**src/rtl/fbk_chan_pkg.sv**
```systemverilog
package fbk_chan_pkg;

  // register addresses
  localparam int ADR_STAT = 0;
  localparam int ADR_CFG  = 1;
  localparam int ADR_CHG  = 2;

  // bit positions
  localparam int B_STAT_LVL = 7;
  localparam int B_CFG_OD   = 0;
  localparam int B_CFG_POL  = 2;
  localparam int B_CFG_PEN  = 3;
  localparam int B_CFG_INV  = 4;
  localparam int B_CHG_EN   = 7;
  localparam int B_CHG_FLAG = 6;

  typedef struct packed {
    logic inv_pull;
    logic pull_en;
    logic pol;
    logic od;
  } cfg_t;

  localparam cfg_t CFG_RST = '{inv_pull: 1'b0, pull_en: 1'b1, pol: 1'b0, od: 1'b0};

endpackage

```
**src/rtl/fbk_rst_sync.sv**
```systemverilog
module fbk_rst_sync #(
  parameter int STAGES = 2
) (
  input  logic clk,
  input  logic rst_n,
  output logic rst_sync_n
);
  logic [STAGES-1:0] chain_q;
  logic [STAGES-1:0] chain_d;

  always_comb begin
    chain_d = {chain_q[STAGES-2:0], 1'b1};
  end

  always_ff @(posedge clk or negedge rst_n) begin
    if (!rst_n) chain_q <= '0;
    else        chain_q <= chain_d;
  end

  assign rst_sync_n = chain_q[STAGES-1];
endmodule

```
**src/rtl/fbk_in_sync.sv**
```systemverilog
module fbk_in_sync #(
  parameter int STAGES = 2
) (
  input  logic clk,
  input  logic rst_n,
  input  logic din,
  output logic lvl,
  output logic chg
);
  logic [STAGES-1:0] sync_q;
  logic [STAGES-1:0] sync_d;
  logic              prev_q;
  logic              prev_d;

  always_comb begin
    sync_d = {sync_q[STAGES-2:0], din};
    prev_d = sync_q[STAGES-1];
  end

  always_ff @(posedge clk or negedge rst_n) begin
    if (!rst_n) begin
      sync_q <= '0;
      prev_q <= 1'b0;
    end else begin
      sync_q <= sync_d;
      prev_q <= prev_d;
    end
  end

  assign lvl = sync_q[STAGES-1];
  assign chg = sync_q[STAGES-1] ^ prev_q;
endmodule

```
**src/rtl/fbk_regs.sv**
```systemverilog
module fbk_regs
  import fbk_chan_pkg::*;
#(
  parameter int ADDR_W = 8,
  parameter int DATA_W = 8
) (
  input  logic              clk,
  input  logic              rst_n,
  input  logic              wr_en,
  input  logic              rd_en,
  input  logic [ADDR_W-1:0] addr,
  input  logic [DATA_W-1:0] wdata,
  input  logic              lvl,
  input  logic              chg,
  output cfg_t              cfg,
  output logic              cd_en,
  output logic              flag,
  output logic [DATA_W-1:0] rdata
);
  logic sel_stat, sel_cfg, sel_chg;
  logic cfg_we, cden_we, flag_we, rd_we;
  logic set_ev, clr_ev;

  cfg_t              cfg_q, cfg_d;
  logic              cden_q, cden_d;
  logic              flag_q, flag_d;
  logic [DATA_W-1:0] rdata_q, rdata_d;

  always_comb begin
    sel_stat = (addr == ADDR_W'(ADR_STAT));
    sel_cfg  = (addr == ADDR_W'(ADR_CFG));
    sel_chg  = (addr == ADDR_W'(ADR_CHG));

    cfg_we   = wr_en & sel_cfg;
    cden_we  = wr_en & sel_chg;
    rd_we    = rd_en;

    set_ev   = cden_q & chg;
    clr_ev   = rd_en & sel_chg;
    flag_we  = set_ev | clr_ev;

    cfg_d.od       = wdata[B_CFG_OD];
    cfg_d.pol      = wdata[B_CFG_POL];
    cfg_d.pull_en  = wdata[B_CFG_PEN];
    cfg_d.inv_pull = wdata[B_CFG_INV];
    cden_d         = wdata[B_CHG_EN];
    flag_d         = set_ev;

    rdata_d = '0;
    if (sel_stat) begin
      rdata_d[B_STAT_LVL] = lvl;
    end else if (sel_cfg) begin
      rdata_d[B_CFG_OD]  = cfg_q.od;
      rdata_d[B_CFG_POL] = cfg_q.pol;
      rdata_d[B_CFG_PEN] = cfg_q.pull_en;
      rdata_d[B_CFG_INV] = cfg_q.inv_pull;
    end else if (sel_chg) begin
      rdata_d[B_CHG_EN]   = cden_q;
      rdata_d[B_CHG_FLAG] = flag_q;
    end
  end

  always_ff @(posedge clk or negedge rst_n) begin
    if (!rst_n) begin
      cfg_q <= CFG_RST;
    end else if (cfg_we) begin
      cfg_q <= cfg_d;
    end
  end

  always_ff @(posedge clk or negedge rst_n) begin
    if (!rst_n) begin
      cden_q <= 1'b0;
    end else if (cden_we) begin
      cden_q <= cden_d;
    end
  end

  always_ff @(posedge clk or negedge rst_n) begin
    if (!rst_n) begin
      flag_q <= 1'b0;
    end else if (flag_we) begin
      flag_q <= flag_d;
    end
  end

  always_ff @(posedge clk or negedge rst_n) begin
    if (!rst_n) begin
      rdata_q <= '0;
    end else if (rd_we) begin
      rdata_q <= rdata_d;
    end
  end

  assign cfg   = cfg_q;
  assign cd_en = cden_q;
  assign flag  = flag_q;
  assign rdata = rdata_q;
endmodule

```
**src/rtl/fbk_drive.sv**
```systemverilog
module fbk_drive
  import fbk_chan_pkg::*;
(
  input  logic lvl,
  input  cfg_t cfg,
  output logic hi_drv,
  output logic lo_drv,
  output logic pull_en,
  output logic pull_up
);
  logic rx_level;

  always_comb begin
    rx_level = lvl ^ cfg.pol;
    if (cfg.od) begin
      hi_drv = 1'b0;
      lo_drv = rx_level;
    end else begin
      hi_drv = rx_level;
      lo_drv = ~rx_level;
    end
    pull_en = cfg.pull_en;
    pull_up = cfg.pol ^ cfg.inv_pull;
  end
endmodule

```
**src/rtl/fbk_chan.sv**
```systemverilog
module fbk_chan
  import fbk_chan_pkg::*;
#(
  parameter int ADDR_W      = 8,
  parameter int DATA_W      = 8,
  parameter int SYNC_STAGES = 2,
  parameter int RST_STAGES  = 2
) (
  input  logic              clk,
  input  logic              rst_n,
  input  logic              fb_in,
  input  logic              wr_en,
  input  logic              rd_en,
  input  logic [ADDR_W-1:0] addr,
  input  logic [DATA_W-1:0] wdata,
  output logic [DATA_W-1:0] rdata,
  output logic              rx_hi_drv,
  output logic              rx_lo_drv,
  output logic              pull_en,
  output logic              pull_up,
  output logic              diag_n
);
  logic rst_int_n;
  logic lvl;
  logic chg;
  logic cd_en;
  logic flag;
  cfg_t cfg;

  fbk_rst_sync #(.STAGES(RST_STAGES)) u_rst (
    .clk        (clk),
    .rst_n      (rst_n),
    .rst_sync_n (rst_int_n)
  );

  fbk_in_sync #(.STAGES(SYNC_STAGES)) u_sync (
    .clk   (clk),
    .rst_n (rst_int_n),
    .din   (fb_in),
    .lvl   (lvl),
    .chg   (chg)
  );

  fbk_regs #(.ADDR_W(ADDR_W), .DATA_W(DATA_W)) u_regs (
    .clk   (clk),
    .rst_n (rst_int_n),
    .wr_en (wr_en),
    .rd_en (rd_en),
    .addr  (addr),
    .wdata (wdata),
    .lvl   (lvl),
    .chg   (chg),
    .cfg   (cfg),
    .cd_en (cd_en),
    .flag  (flag),
    .rdata (rdata)
  );

  fbk_drive u_drv (
    .lvl     (lvl),
    .cfg     (cfg),
    .hi_drv  (rx_hi_drv),
    .lo_drv  (rx_lo_drv),
    .pull_en (pull_en),
    .pull_up (pull_up)
  );

  assign diag_n = ~flag;
endmodule

```
**config.mk**
```make
export PLATFORM = sky130hd
export DESIGN_NAME = fbk_chan
export DESIGN_NICKNAME = d
export VERILOG_FILES = /design/src/rtl/fbk_chan_pkg.sv /design/src/rtl/fbk_rst_sync.sv /design/src/rtl/fbk_in_sync.sv /design/src/rtl/fbk_regs.sv /design/src/rtl/fbk_drive.sv /design/src/rtl/fbk_chan.sv
export SDC_FILE = /design/constraint.sdc
export NUM_CORES = 1
export LEC_CHECK = 0
export ABC_CLOCK_PERIOD_IN_PS = 2700
export BUFFER_PORTS_ARGS = -buffer_cell sky130_fd_sc_hd__buf_4
export CELL_PAD_IN_SITES_DETAIL_PLACEMENT = 0
export CELL_PAD_IN_SITES_GLOBAL_PLACEMENT = 1
export CORE_MARGIN = 2
export CORE_UTILIZATION = 36
export CTS_CLUSTER_DIAMETER = 150
export CTS_CLUSTER_SIZE = 10
export DETAILED_ROUTE_END_ITERATION = 8
export MAX_ROUTING_LAYER = met4
export PLACE_DENSITY = 0.78
export SKIP_CTS_REPAIR_TIMING = 1
export SLEW_MARGIN = 40
export SYNTH_ARGS = -nofsm -noshare
export SYNTH_HDL_FRONTEND = slang
export SYNTH_SLANG_ARGS = --single-unit
```
**constraint.sdc**
```tcl
create_clock -name clk -period 2.7 [get_ports clk]
set_clock_uncertainty 0.05 [all_clocks]
set_input_delay 0.54 -clock clk [delete_from_list [all_inputs] [get_ports clk]]
set_output_delay 0.54 -clock clk [all_outputs]
set_load 0.02 [all_outputs]
```
==> impl_metrics.toml, run 1 <==
[layout]
number_of_inserted_diodes = 0
layout-area-overhead-vs-synth_pct = 35.6
final_nets = 116
n_fill_cell = 203
multi_input_area_um2 = 278
final_layout_size_suffix_gt1_frac = 0.430
seqCellArea_um2 = 427

[detailed_routing]
avgRoutedWirePerCell_um = 9.81
viasPerCell = 4.42
total_number_of_vias = 530
top_layer_reached_by_signal_wires = "met4"
drt_pre_antenna_iters = 3
remaining_drc_errors = 0
met1Wirelength_um = 490
postRouteAntennaNets = 0
totalWireLength_mm = 1.18
drtIter0Drc = 5
met3_length_um = 71
met2_wirelength_um = 605

[critical_path]
crit_path_cell_trace = "xor2_1, ha_1, buf_4"
setup.worst_path.class = "flip-flop to output pin"
timing.rr.start = "u_sync.sync_q[1]"
critical_path.max_stage_delay_ns = 0.43
setup.worst_path.start_class = "flip-flop"
crit-reg2reg-capture = "u_regs.rdata[7]"
reg2reg_slack_ns = 1.68
worstSetupPathDepth = 3
cp.required_ns = 2.11
critPathBufInv = 1
critPathTopFamily = "flip-flops"
critPathArrivalTime_ns = 1.32
worstSetupEndpointType = "output pin"
critPathSlowestCell = "sky130_fd_sc_hd__dfrtp_1"
worstRegToRegCells = 3
path_max_fanout = 4

[clock_network]
h_tree_levels = 1
cts_buffer_count = 3
tritoncts_clock_tree = "done"
numClockSinks = 17
cts.reportedPaths.clkPinSlew_ns = 0.08
cts_buffer_depth = 2
clk_latency_ns = 0.27
clockRootBuffer = "sky130_fd_sc_hd__clkbuf_4"

[sta]
hold_viol_final = 0
worst_slew_pin_slew_ns = 0.569
finalSetupTns_ns = 0
setup_viol = 0
final.period_utilization = 0.706
max_clock_freq_ghz = 0.524
min_period_ns = 1.91
grt_setup_unrepaired = "no"
timing.final.max_slew_violations = 0
slew-limit-headroom = 0.621

[floorplanning]
num_rows = 16
die-area_um2 = 2450
die_h_um = 49.5
pin_count = 34
die_x_um = 49.5
start_util = 0.380
coreArea_um2 = 1960

[synthesis]
synth.avg_cell_area_um2 = 12.0
synth_top_family_by_area = "simple AND/OR/NAND/NOR gates"
synth.ff_latch_count = 17
area_fraction_in_and_or_nand_and_nor_cells_after_synthesis = 0.148
netlist-cell-type-count = 20
synthesized_netlist_cell_count = 62
synth.yosys.warnings = 0
synth-compound-area-share = 0.0688
muxShareOfSynthArea = 0.0889
syn_area_um2 = 746
synth_sequential_area_ratio = 0.572
synthXorXnorAreaFrac = 0.0352
synth-adder-area-share = 0.0168

[place]
hpwlAfterDp_um = 977
globalplace.congestion = 0.702
port_buffers = 28

[power]
p_leak_nw = 0.495
cellPowerDensity_nw_per_um2 = 492
post-layout-total-power_mw = 0.497
vdd_drop_max_v = 0.000433

[global_route]
antenna_found_initial = 0
gr-total-overflow = 0
pin_count_of_the_biggest_net_entering_global_routing = 16
first_global_vias = 496
grt_first_pass_wirelength_mm = 2.13
gr-usage-all-layers = 0.117

[run]
max_cap_violations = 0

[hold_path]
holdCritPathClass = "flip-flop to async pin"

[run_status]
run_status = "finished clean"
where the power goes:
part           switching [mW]  internal [mW]
clock                  0.0677         0.0573
combinational          0.0429         0.0462
sequential             0.0148          0.268
total                   0.125          0.372
registers in the layout, indices dropped and copies added (netlist names):
signal / flops
u_regs.flag: 1
u_rst.chain_q: 2
u_regs.rdata: 6
u_regs.cd_en: 1
u_sync.sync_q: 2
u_regs.cfg: 4
u_sync.prev_q: 1
metrics by stage:
| step | cell area (um2) | hold slack [ns] | instances | util | worst slack [ns] |
|---|---|---|---|---|---|
| 5_1_grt | 1010 | 0.244 | 120 | 0.515 | 0.692 |
| 3_5_place_dp | 975 | 0.201 | 115 | 0.497 | 0.911 |
| 4_1_cts | 1000 | -0.0400 | 119 | 0.510 | 0.762 |
| 2_1_floorplan | 749 | 0.136 | 63 | - | 1.13 |
| 6_report | 1010 | 0.186 | 120 | 0.515 | 0.793 |
| 3_3_place_gp | 975 | 0.208 | 115 | 0.497 | 0.918 |
synthesized netlist by cell type:
cell                       n  area (um2)
sky130_fd_sc_hd__dfrtp_1  16         400
sky130_fd_sc_hd__inv_1     7        26.3
sky130_fd_sc_hd__mux2_2    5        56.3
sky130_fd_sc_hd__nand2_1   5        18.8
sky130_fd_sc_hd__o22ai_1   5        31.3
sky130_fd_sc_hd__nor2b_1   3        18.8
sky130_fd_sc_hd__xor2_1    3        26.3
sky130_fd_sc_hd__buf_4     2        15.0
sky130_fd_sc_hd__conb_1    2        7.51
sky130_fd_sc_hd__nand3_1   2        10.0
sky130_fd_sc_hd__nand4_1   2        12.5
sky130_fd_sc_hd__nor2_1    2        7.51
sky130_fd_sc_hd__a22o_1    1        8.76
sky130_fd_sc_hd__a41o_2    1        11.3
sky130_fd_sc_hd__buf_1     1        3.75
sky130_fd_sc_hd__dfstp_2   1        26.3
sky130_fd_sc_hd__ha_1      1        12.5
sky130_fd_sc_hd__mux2i_1   1        10.0
sky130_fd_sc_hd__nand4_4   1        21.3
sky130_fd_sc_hd__nor4_4    1        21.3
cell type report:
type	count	share of cell area
Timing Repair Buffer	29	0.218
Tap cell	27	0.0334
Sequential cell	17	0.422
Inverter	7	0.0260
Multi-Input combinational cell	36	0.275
Clock buffer	4	0.0260
cell families after synthesis:
| family | after synthesis |
|---|---|
| AO/OA/AOI/OAI | 7 |
| XOR/XNOR | 3 |
| adder cells (fa/ha/maj) | 1 |
| buffers and inverters | 10 |
| flip-flops | 17 |
| multiplexers | 6 |
| other | 2 |
| AND/OR/NAND/NOR | 16 |
how the worst max path moves through the flow:
stage / startpoint / end / slack, ns
floorplan: addr[3] / u_regs.cfg[0] / 1.13
global placement: addr[3] / u_regs.cfg[1] / 0.92
detailed placement: addr[3] / u_regs.cfg[1] / 0.91
CTS: u_regs.cfg[1] / rx_lo_drv / 0.76
global route: u_regs.cfg[1] / rx_lo_drv / 0.69
finish: u_regs.cfg[1] / rx_lo_drv / 0.79
cell usage in the layout (no fill, tap or decap):
cell type                       count
sky130_fd_sc_hd__a22o_1             1
sky130_fd_sc_hd__nand3_1            2
sky130_fd_sc_hd__nor4_4             1
sky130_fd_sc_hd__nand4_1            2
sky130_fd_sc_hd__mux2i_1            1
sky130_fd_sc_hd__nor2b_1            3
sky130_fd_sc_hd__buf_4             28
sky130_fd_sc_hd__nand4_4            1
sky130_fd_sc_hd__dfstp_2            1
sky130_fd_sc_hd__conb_1             3
sky130_fd_sc_hd__inv_1              7
sky130_fd_sc_hd__mux2_2             5
sky130_fd_sc_hd__nand2_1            5
sky130_fd_sc_hd__o22ai_1            5
sky130_fd_sc_hd__a41o_2             1
sky130_fd_sc_hd__xor2_1             3
sky130_fd_sc_hd__ha_1               1
sky130_fd_sc_hd__clkbuf_4           3
sky130_fd_sc_hd__dlygate4sd3_1      1
sky130_fd_sc_hd__dfrtp_1           16
sky130_fd_sc_hd__nor2_1             2
sky130_fd_sc_hd__clkbuf_1           1
per-layer routing:
layer,track usage,vias up
met5,-,-
met4,0.0278,0
met3,0.0455,2
met2,0.185,15
met1,0.143,245
li1,-,268
Note: power is estimated with default switching activity, not from simulation.
==> run 2, diff against run 1 <==
- ABC_AREA: default -> 1
- ABC_CLOCK_PERIOD_IN_PS: 2700 -> 1600
- CORE_ASPECT_RATIO: default -> 0.5
- CORE_UTILIZATION: 36 -> 30
- PLACE_DENSITY: 0.78 -> 0.7
- clock period: 2.7 -> 1.6 ns (I/O delays scaled with it)
==> run 2 against run 1 <==
Net effect: the run now ends with setup timing left; critical path depth is the same; total power grew 82%; final area grew 12%; clock-buffer cell count is the same; sequential power grew 63%; highest routed layer unchanged; combinational power grew 48%; largest power group unchanged; clock power grew 150%; sequential cell count is the same; sequential share of layout area shrank 4.6 points; area after synthesis grew 8.6%; critical endpoint unchanged; first-iteration DRC count grew to 2.8 times the previous value.
==> impl_metrics.toml, run 2 <==
[detailed_routing]
total_number_of_vias = 651
viasPerCell = 4.04
totalWireLength_mm = 1.59
drt_pre_antenna_iters = 4
drtIter0Drc = 14
avgRoutedWirePerCell_um = 9.86
postRouteAntennaNets = 0
remaining_drc_errors = 0

[synthesis]
synth.avg_cell_area_um2 = 9.10
post-synth-top-count-cell = "sky130_fd_sc_hd__nand2_1"
synth_enable_flop_cells = 0
synth.ff_latch_count = 17
synth_commonest_cells = "sky130_fd_sc_hd__nand2_1, sky130_fd_sc_hd__dfrtp_1, sky130_fd_sc_hd__nand3_1"
synth_sequential_area_ratio = 0.527
synth_largest_area_cell = "sky130_fd_sc_hd__dfrtp_1"
netlist.area_leader.share = 0.495
syn_area_um2 = 810
netlist-cell-type-count = 18
synth.yosys.warnings = 0
synthArstFlopShare = 1.00
synthTopCellsByArea = "sky130_fd_sc_hd__dfrtp_1, sky130_fd_sc_hd__nand2_1, sky130_fd_sc_hd__nand3_1"
ys_dominant_reg_cell = "sky130_fd_sc_hd__dfrtp_1"
synthesized_netlist_cell_count = 89

[place]
port_buffers = 28
hpwlAfterDp_mm = 1.19
globalplace.congestion = 0.679
detailed_place.area_um2 = 1050
setup_slack_after_placement_ns = 0.215

[sta]
grt_setup_unrepaired = "yes"
worst_slew_pin_slew_ns = 0.616
finalSetupTns_ns = -0.0219
timing.final.max_slew_violations = 0
slew-limit-headroom = 0.590
hold_viol_final = 0
max_clock_freq_ghz = 0.617
timing.hold.ws_ns = 0.128
setup_viol = 1
min_period_ns = 1.62
final.period_utilization = 1.01
post-route-worst-setup-slack_ns = -0.0219

[layout]
post-route-cell-area_um2 = 1140
layout_commonest_cell = "sky130_fd_sc_hd__nand2_1"
number_of_inserted_diodes = 0
layout-area-overhead-vs-synth_pct = 40.5
n_fill_cell = 274
most-common-layout-cells = "sky130_fd_sc_hd__nand2_1, sky130_fd_sc_hd__buf_4, sky130_fd_sc_hd__dfrtp_1"
seqCellArea_um2 = 428
final_layout_size_suffix_gt1_frac = 0.395
multi_input_area_um2 = 345
final_nets = 147
largest_register_ff_count = 6

[critical_path]
crit-reg2reg-capture = "u_regs.flag"
reg2reg_slack_ns = 0.52
path_max_fanout = 4
cp.required_ns = 1.23
worstSetupEndpointType = "output pin"
crit_path_cell_trace = "xor2_1, ha_1, buf_6"
timing.rr.start = "u_sync.sync_q[1]"
setup.worst_path.start_class = "flip-flop"
critPathArrivalTime_ns = 1.25
critical_path.max_stage_delay_ns = 0.42
critPathSlowestCell = "sky130_fd_sc_hd__dfrtp_2"
critPathBufInv = 1
setup.worst_path.class = "flip-flop to output pin"
worstRegToRegCells = 4
critPathTopFamily = "flip-flops"

[global_route]
antenna_found_initial = 0
pin_count_of_the_biggest_net_entering_global_routing = 16
grt_first_pass_wirelength_mm = 2.62
gr-usage-all-layers = 0.117
gr-total-overflow = 0
first_global_vias = 620

[run_status]
run_status = "finished, violations left"
violations_in_the_final_reports = "setup timing"

[clock_network]
clk_latency_ns = 0.24
cts_buffer_depth = 2
cts.reportedPaths.clkPinSlew_ns = 0.06
numClockSinks = 17
h_tree_levels = 1
clockRootBuffer = "sky130_fd_sc_hd__clkbuf_8"
cts_buffer_count = 3
tritoncts_clock_tree = "done"

[hold_path]
worstHoldStart = "fb_in"
timing.hold.worst_endpoint = "u_sync.sync_q[0]"
holdCritPathClass = "primary input to flip-flop"
whs_path_depth = 1

[power]
cellPowerDensity_nw_per_um2 = 795
p_leak_nw = 0.648
vdd_drop_max_v = 0.000386

[floorplanning]
die-area_um2 = 3160
start_util = 0.313
die_x_um = 77.5
num_rows = 13
pin_count = 34
die_h_um = 40.7
coreArea_um2 = 2590

[run]
max_cap_violations = 0
## run 2: logic make-up (layout without fill, tap and decap cells)
group                      after synthesis  count (layout)  synth area share
adders and majority gates                1               1            0.0155
other                                    2               3           0.00928
DFF                                     17              17             0.527
and+or+nand+nor                         57              57             0.365
xor gates and xnor gates                 2               2            0.0216
AOI/OAI and AO/OA                        1               1            0.0108
buffers and inverters                    9              43            0.0510
## run 2: worst register-to-register path, delay by kind of cell, from the launching register on
kind	cells	cell delay, ns
DFF	1	0.38
and+or+nand+nor	3	0.40
buffers and inverters	1	0.15
## run 2: area by class of cell
| type | count | area share |
|---|---|---|
| Sequential cell | 17 | 0.376 |
| Multi-Input combinational cell | 64 | 0.304 |
| Timing Repair Buffer | 32 | 0.217 |
| Tap cell | 37 | 0.0407 |
| Clock buffer | 4 | 0.0396 |
| Inverter | 7 | 0.0231 |
## run 2: worst max-delay path by stage
stage,start,endpoint,slack (ns),cells after the start
2_1_floorplan,u_regs.cfg[1],rx_lo_drv,0.30,2
3_3_place_gp,u_regs.cfg[1],rx_lo_drv,0.22,3
3_5_place_dp,u_regs.cfg[1],rx_lo_drv,0.22,3
4_1_cts,u_regs.cfg[1],rx_lo_drv,-0.07,3
5_1_grt,u_regs.cfg[1],rx_lo_drv,-0.07,3
6_report,u_regs.cfg[1],rx_lo_drv,-0.02,3
## run 2: power breakdown
part,switching [mW],internal [mW]
clock,0.135,0.176
combinational,0.0668,0.0652
sequential,0.0158,0.446
## run 2: layer usage
layer | global-route usage | vias up | wire length [um]
met5 | - | - | 0
met4 | 0.0402 | 0 | 17
met3 | 0.0374 | 2 | 83
met2 | 0.213 | 18 | 704
met1 | 0.130 | 292 | 782
li1 | - | 339 | -
## run 2: stage by stage
stage	power [mW]	std cells	utilization
CTS	0.909	157	0.425
finish	0.905	161	0.440
detailed placement	0.593	153	0.408
global route	0.949	161	0.440
global placement	0.591	153	0.408
floorplan	0.528	90	-
